`config.mk`:
```
export PLATFORM = sky130hd
export DESIGN_NAME = bus_lock_hold_ctl
export DESIGN_NICKNAME = d
export VERILOG_FILES = /design/src/rtl/bus_lhc_pkg.sv /design/src/rtl/bus_lhc_sync.sv /design/src/rtl/bus_lhc_lock.sv /design/src/rtl/bus_lhc_arb.sv /design/src/rtl/bus_lhc_halt.sv /design/src/rtl/bus_lock_hold_ctl.sv
export SDC_FILE = /design/constraint.sdc
export NUM_CORES = 1
export LEC_CHECK = 0
export ABC_AREA = 1
export ABC_CLOCK_PERIOD_IN_PS = 2400
export BUFFER_PORTS_ARGS = -buffer_cell sky130_fd_sc_hd__buf_2
export CAP_MARGIN = 0
export CORE_AREA = 5 5 42 44
export CTS_CLUSTER_DIAMETER = 80
export CTS_CLUSTER_SIZE = 25
export DETAILED_ROUTE_END_ITERATION = 7
export DIE_AREA = 0 0 47 49
export PLACE_DENSITY = 0.57
export SYNTH_ARGS = -nofsm -noshare
export SYNTH_HDL_FRONTEND = slang
export SYNTH_SLANG_ARGS = --single-unit
```
`constraint.sdc`:
```
create_clock -name clk -period 2.4 [get_ports clk]
set_clock_uncertainty 0.1 [all_clocks]
set_input_delay 0.48 -clock clk [delete_from_list [all_inputs] [get_ports clk]]
set_output_delay 0.48 -clock clk [all_outputs]
set_load 0.03 [all_outputs]
```
`src/rtl/bus_lhc_pkg.sv`:
```
package bus_lhc_pkg;

  typedef enum logic [1:0] {
    HS_RUN  = 2'd0,
    HS_HALT = 2'd1,
    HS_HELD = 2'd2
  } halt_st_e;

  // A halted or waiting core is released by NMI or an enabled interrupt.
  function automatic logic wake_evt_f(input logic nmi, input logic irq, input logic ie);
    return nmi | (irq & ie);
  endfunction

  // The bus may be handed over only when unlocked, no lock is starting and at a boundary.
  function automatic logic grant_ok_f(input logic want, input logic locked,
                                      input logic prefix, input logic idle);
    return want & ~locked & ~prefix & idle;
  endfunction

endpackage

```
`src/rtl/bus_lhc_sync.sv`:
```
module bus_lhc_sync #(
  parameter int STAGES = 2
) (
  input  logic clk,
  input  logic rst,
  input  logic d,
  output logic q
);
  logic [STAGES-1:0] chain;

  genvar gi;
  generate
    for (gi = 0; gi < STAGES; gi++) begin : g_stage
      if (gi == 0) begin : g_first
        always_ff @(posedge clk) begin
          if (rst) chain[0] <= 1'b0;
          else     chain[0] <= d;
        end
      end else begin : g_next
        always_ff @(posedge clk) begin
          if (rst) chain[gi] <= 1'b0;
          else     chain[gi] <= chain[gi-1];
        end
      end
    end
  endgenerate

  assign q = chain[STAGES-1];
endmodule

```
`src/rtl/bus_lhc_lock.sv`:
```
module bus_lhc_lock (
  input  logic clk,
  input  logic rst,
  input  logic lock_prefix,
  input  logic instr_last_done,
  output logic lock_active
);
  always_ff @(posedge clk) begin
    if (rst)                  lock_active <= 1'b0;
    else if (lock_prefix)     lock_active <= 1'b1;
    else if (instr_last_done) lock_active <= 1'b0;
  end
endmodule

```
`src/rtl/bus_lhc_arb.sv`:
```
module bus_lhc_arb
  import bus_lhc_pkg::*;
(
  input  logic clk,
  input  logic rst,
  input  logic hold_sync,
  input  logic lock_active,
  input  logic lock_prefix,
  input  logic bus_idle,
  output logic grant,
  output logic pend
);
  logic want;
  assign want = hold_sync | pend;

  always_ff @(posedge clk) begin
    if (rst) begin
      grant <= 1'b0;
      pend  <= 1'b0;
    end else if (grant) begin
      grant <= hold_sync;
    end else if (grant_ok_f(want, lock_active, lock_prefix, bus_idle)) begin
      grant <= 1'b1;
      pend  <= 1'b0;
    end else if (hold_sync && lock_active) begin
      pend  <= 1'b1;
    end
  end
endmodule

```
`src/rtl/bus_lhc_halt.sv`:
```
module bus_lhc_halt
  import bus_lhc_pkg::*;
(
  input  logic clk,
  input  logic rst,
  input  logic halt_exec,
  input  logic wait_exec,
  input  logic test_n,
  input  logic nmi,
  input  logic irq,
  input  logic int_en,
  input  logic grant,
  output logic halt_ale,
  output logic wake,
  output logic wait_done,
  output logic halt_held
);
  halt_st_e st;
  logic     evt;

  assign evt       = wake_evt_f(nmi, irq, int_en);
  assign halt_held = (st == HS_HELD);

  always_ff @(posedge clk) begin
    if (rst) begin
      st        <= HS_RUN;
      halt_ale  <= 1'b0;
      wake      <= 1'b0;
      wait_done <= 1'b0;
    end else begin
      halt_ale  <= 1'b0;
      wake      <= 1'b0;
      wait_done <= 1'b0;
      unique case (st)
        HS_RUN: begin
          if (halt_exec) begin
            st       <= HS_HALT;
            halt_ale <= 1'b1;
          end else if (wait_exec && !grant) begin
            wake      <= evt;
            wait_done <= !test_n && !evt;
          end
        end
        HS_HALT: begin
          if (grant) begin
            st <= HS_HELD;
          end else if (evt) begin
            st   <= HS_RUN;
            wake <= 1'b1;
          end
        end
        HS_HELD: begin
          if (!grant) begin
            st       <= HS_HALT;
            halt_ale <= 1'b1;
          end
        end
        default: st <= HS_RUN;
      endcase
    end
  end
endmodule

```
`src/rtl/bus_lock_hold_ctl.sv`:
```
module bus_lock_hold_ctl #(
  parameter int SYNC_STAGES = 2
) (
  input  logic clk,
  input  logic rst,
  input  logic halt_exec,
  input  logic lock_prefix,
  input  logic instr_last_done,
  input  logic wait_exec,
  input  logic bus_idle,
  input  logic hold_req,
  input  logic test_n,
  input  logic nmi,
  input  logic irq,
  input  logic int_en,
  output logic halt_ale,
  output logic lock_n,
  output logic hold_grant,
  output logic float_en,
  output logic wake,
  output logic wait_done
);
  logic hold_sync;
  logic lock_active;
  logic hold_pending;
  logic halt_held;

  bus_lhc_sync #(.STAGES(SYNC_STAGES)) u_sync (
    .clk(clk), .rst(rst), .d(hold_req), .q(hold_sync)
  );

  bus_lhc_lock u_lock (
    .clk(clk), .rst(rst), .lock_prefix(lock_prefix),
    .instr_last_done(instr_last_done), .lock_active(lock_active)
  );

  bus_lhc_arb u_arb (
    .clk(clk), .rst(rst), .hold_sync(hold_sync), .lock_active(lock_active),
    .lock_prefix(lock_prefix), .bus_idle(bus_idle),
    .grant(hold_grant), .pend(hold_pending)
  );

  bus_lhc_halt u_halt (
    .clk(clk), .rst(rst), .halt_exec(halt_exec), .wait_exec(wait_exec),
    .test_n(test_n), .nmi(nmi), .irq(irq), .int_en(int_en), .grant(hold_grant),
    .halt_ale(halt_ale), .wake(wake), .wait_done(wait_done), .halt_held(halt_held)
  );

  assign lock_n   = ~lock_active;
  assign float_en = hold_grant;
endmodule

```
=== After elaboration in Yosys (flattened, before gate mapping) ===
Cells that the tools add are included.

* Output and inout bits: 6
* Word-level logic and storage cells: 56
* Bits in registers: 10

* Reductions and logical operators: 12
* Bitwise logic cells: 11
* Multiplexer cells: 19
* Eq/ne operators: 5

{| class="wikitable"
|+ Operator list
! kind !! count
|-
| $mux W1 || 12
|-
| $mux W2 || 4
|-
| $pmux W2 S3 || 1
|-
| $not A1 Y1 || 5
|-
| $and A1 B1 Y1 || 4
|-
| $ne A2 B2 Y1 const B || 2
|-
| $pmux W1 S2 || 2
|-
| $reduce_bool A2 Y1 || 2
|-
| $reduce_or A4 Y1 || 1
|-
| $logic_and A1 B1 Y1 || 3
|-
| $logic_not A1 Y1 || 3
|-
| $ne A3 B2 Y1 const B || 1
|-
| $reduce_and A3 Y1 || 1
|-
| $eq A2 B1 Y1 const B || 1
|-
| $eq A2 B2 Y1 const B || 1
|-
| $logic_not A2 Y1 || 1
|-
| $or A1 B1 Y1 || 2
|-
| $reduce_and A2 Y1 || 1
|}

=== Logic depth before layout (Yosys ltp) ===
* Depth after elaboration: 6
* Mapped depth: 5
* Gate-level depth less buffers: 5

=== By module ===
From an unflattened synthesis, not the netlist that was laid out.

* Cell total of the unflattened synthesis: 60
* Area, all modules: 429.2 um^2

{| class="wikitable"
|+ By module, submodules not included
! module !! cells an instance !! area an instance (um^2) !! seq. area each (um^2) !! times used
|-
| bus_lhc_halt || 31 || 214.0 || 100.1 || 1
|-
| bus_lhc_arb || 16 || 108.9 || 40.0 || 1
|-
| bus_lhc_sync || 6 || 55.1 || 40.0 || 1
|-
| bus_lhc_lock || 5 || 40.0 || 20.0 || 1
|-
| bus_lock_hold_ctl || 2 || 11.3 || 0.0 || 1
|}

=== Worst setup path after synthesis ===
OpenSTA, ideal clock, no wires.

* Kind: reg-to-output
* From: register u_arb.grant
* To: output port hold_grant
* Cell stages (with the launch flop): 2
* Arrival time: 0.809 ns
* Setup slack: 1.011 ns
* Data required time: 1.820 ns
* Cells stage by stage: dfxtp_1 -> buf_4

{| class="wikitable"
|+ RTL lines
! what !! line !! RTL
|-
| from (decl) || bus_lhc_arb.sv:10 || <nowiki>output logic grant,</nowiki>
|-
| from (signal assigned) || bus_lhc_arb.sv:21 || <nowiki>grant <= hold_sync;</nowiki>
|-
| to (decl) || bus_lock_hold_ctl.sv:18 || <nowiki>output logic hold_grant,</nowiki>
|}

No word-level cell between the ends.

=== Worst setup path after layout ===
* From: register u_arb.grant
* To: output port float_en

{| class="wikitable"
|+ RTL lines
! what !! line !! RTL
|-
| to (decl) || bus_lock_hold_ctl.sv:19 || <nowiki>output logic float_en,</nowiki>
|}

No word-level cell between the ends.

==> flow_metrics.env <==
export IMPL_core_um2=1400
export IMPL_worst_ep_required_time_ns=1.82
export IMPL_slew_violations=0
export IMPL_netlist_area_um2=418
export IMPL_clock_latency_ns=0.26
export IMPL_port_buffers=17
export IMPL_synth_avg_cell_area_um2=7.21
export IMPL_initial_core_util_pct=29.8
export IMPL_ant_nets=0
export IMPL_vias=390
export IMPL_synth_most_common_cell="inv_1"
export IMPL_synth_fp_nets=70
export IMPL_peakVddDrop_mv=0.284
export IMPL_grt_max_degree=10
export IMPL_path_buf_inv=1
export IMPL_yosys_register_bits=10
export IMPL_h_tree_depth=1
export IMPL_status="complete, no violations"
export IMPL_path_class="reg -> out"
export IMPL_first_iter_violations=1
export IMPL_setup_viol=0
export IMPL_synth_edf_count=0
export IMPL_grt_remaining_overflow=0
export IMPL_synth_top_area_share_pct=47.9
export IMPL_vias_per_cell=4.19
export IMPL_die_w_um=47
export IMPL_diodes=0
export IMPL_p_leak_nw=0.286
export IMPL_max_cap_violations=0
export IMPL_power_uw=366
export IMPL_min_period_ns=1.54
export IMPL_ys_warn_count=0
export IMPL_io_pins=18
export IMPL_yosys_area_top_type="dfxtp_1"
export IMPL_clk_pin_slew_worst_paths_ns=0.06
export IMPL_drt_drc_violations_left=0
export IMPL_antenna_found_initial=0
export IMPL_worstPathMaxFanout=8
export IMPL_critPathArrivalTime_ns=0.96
export IMPL_crit_family="flip-flops"
export IMPL_synth_commonest_cells="inv_1 (13), nor2_1 (12), dfxtp_1 (10), nand3_1 (7), nand2_1 (6)"
export IMPL_grtUsageTotal_pct=7.83
export IMPL_seq_area_frac_synth_pct=47.9
export IMPL_ff_latch_area_um2=200
export IMPL_finalCritPeriodShare_pct=64.0
export IMPL_n_fill_cell=166
export IMPL_wl_per_cell_um=8.66
export IMPL_hold_path_class="reg -> reg"
export IMPL_numCtsBuffers=3
export IMPL_synth_flop_cell="dfxtp_1"
export IMPL_startpoint_type="flop"
export IMPL_firstDrtPassIters=3
export IMPL_first_global_vias=362
export IMPL_max_freq_ghz=0.651
export IMPL_drive_above_1_share_pct=28.6
export IMPL_cts_max_path_buffers=2
export IMPL_cts_root_buf="clkbuf_4"
export IMPL_num_rows=14
export IMPL_hpwl_um=643
export IMPL_final_util_pct=38.6
export IMPL_cts_tree="yes"
export IMPL_gp_congestion=0.798
export IMPL_postCtsSetupBuffers=0
export IMPL_critical_path_slowest_cell="dfxtp_1"
export IMPL_wirelength_um=805
export IMPL_multi_input_area_um2=150
export IMPL_die_y_um=49
export IMPL_nets=90
export IMPL_die_area_um2=2300
export IMPL_crit_chain="buf_2"
export IMPL_area_delta_synth_final_pct=29.3
export IMPL_grt_pass1_wl_um=1300
export IMPL_slew_headroom_pct=83.9
export IMPL_power_density_nw_per_um2=677
export IMPL_worst_pin_slew_ns=0.242
export IMPL_synth_cells=58
export IMPL_slowest_delay_ns=0.45
export IMPL_post_cts_resized=0
export IMPL_cts_sinks=10
export IMPL_cts_hold_buf=0
export IMPL_grt_setup_unrepaired="false"
export IMPL_synthArstFlopShare_pct=0
export IMPL_ys_types=12
export IMPL_reg2reg_setup_slack_ns=1.34
export IMPL_critPathCaptureType="output port"
export IMPL_yosys_top_cells_area="dfxtp_1 (48%), inv_1 (12%), nor2_1 (11%)"
export IMPL_tns_ns=0
export IMPL_hold_viol=0
==> tightest hold or removal path, stage by stage, from the launching register on <==
cell     delay, ns
dfxtp_1       0.30
inv_1         0.04
nor2_1        0.03
==> per-layer routing <==
layer	track usage [%]	routed length (um)	vias to the layer above
li1	-	-	214
met3	2.21	55	2
met5	0	0	-
met2	11.1	382	8
met4	6.91	13	0
met1	9.07	353	166
==> layout make-up <==
class                   instances  share of cell area [%]
clock buffers                   4                    6.71
inverters                      13                    9.03
multi-input cells              33                    27.8
flip-flops and latches         10                    37.0
well taps                      16                    3.70
repair buffers                 17                    15.7
==> worst paths after layout <==
| check | start | depth (start not counted) | end |
|---|---|---|---|
| max | u_arb.grant | 1 | float_en |
| min | u_sync.chain[0] | 2 | u_sync.q |
| max reg2reg | u_arb.grant | 5 | u_halt.st[0] |
| min reg2reg | u_sync.chain[0] | 2 | u_sync.q |
==> placed cells by master (no fill, tap or decap), types with 3 or more instances in the layout <==
master	n
buf_2	17
dfxtp_1	10
nand3_1	7
a21oi_1	4
clkbuf_4	3
inv_1	13
nand2_1	6
nor2_1	12
==> sequential cells by signal, summed over array words and instances (netlist names) <==
name,count
u_halt.wait_done,1
u_sync.chain,1
u_sync.q,1
u_halt.halt_ale,1
u_lock.lock_active,1
u_arb.grant,1
u_arb.pend,1
u_halt.wake,1
u_halt.st,2
==> power breakdown <==
| group | switching [mW] | internal, mW | leakage, nW |
|---|---|---|---|
| sequential | 0.00304 | 0.172 | 0.0820 |
| combinational | 0.0247 | 0.0162 | 0.183 |
| clock | 0.0574 | 0.0920 | 0.0210 |
| total | 0.0852 | 0.281 | 0.286 |
==> stage by stage <==
step           hold WS (ns)  setup slack, ns  instance area [um^2]  instances
2_1_floorplan         0.288             1.01                   418         58
3_3_place_gp          0.289             1.15                   504         89
3_5_place_dp          0.295             1.15                   504         89
4_1_cts               0.311            0.856                   541         93
5_1_grt               0.312            0.794                   541         93
6_report              0.311            0.865                   541         93
==> kinds of logic (layout without fill, tap and decap cells) <==
group | count (synthesis) | after routing | synth area share (%)
AND/OR/NAND/NOR | 28 | 28 | 29.9
buffers and inverters | 15 | 34 | 16.2
flip-flops | 10 | 10 | 47.9
AO/OA/AOI/OAI | 5 | 5 | 5.99
No activity file was read; power rests on OpenSTA's default activity.
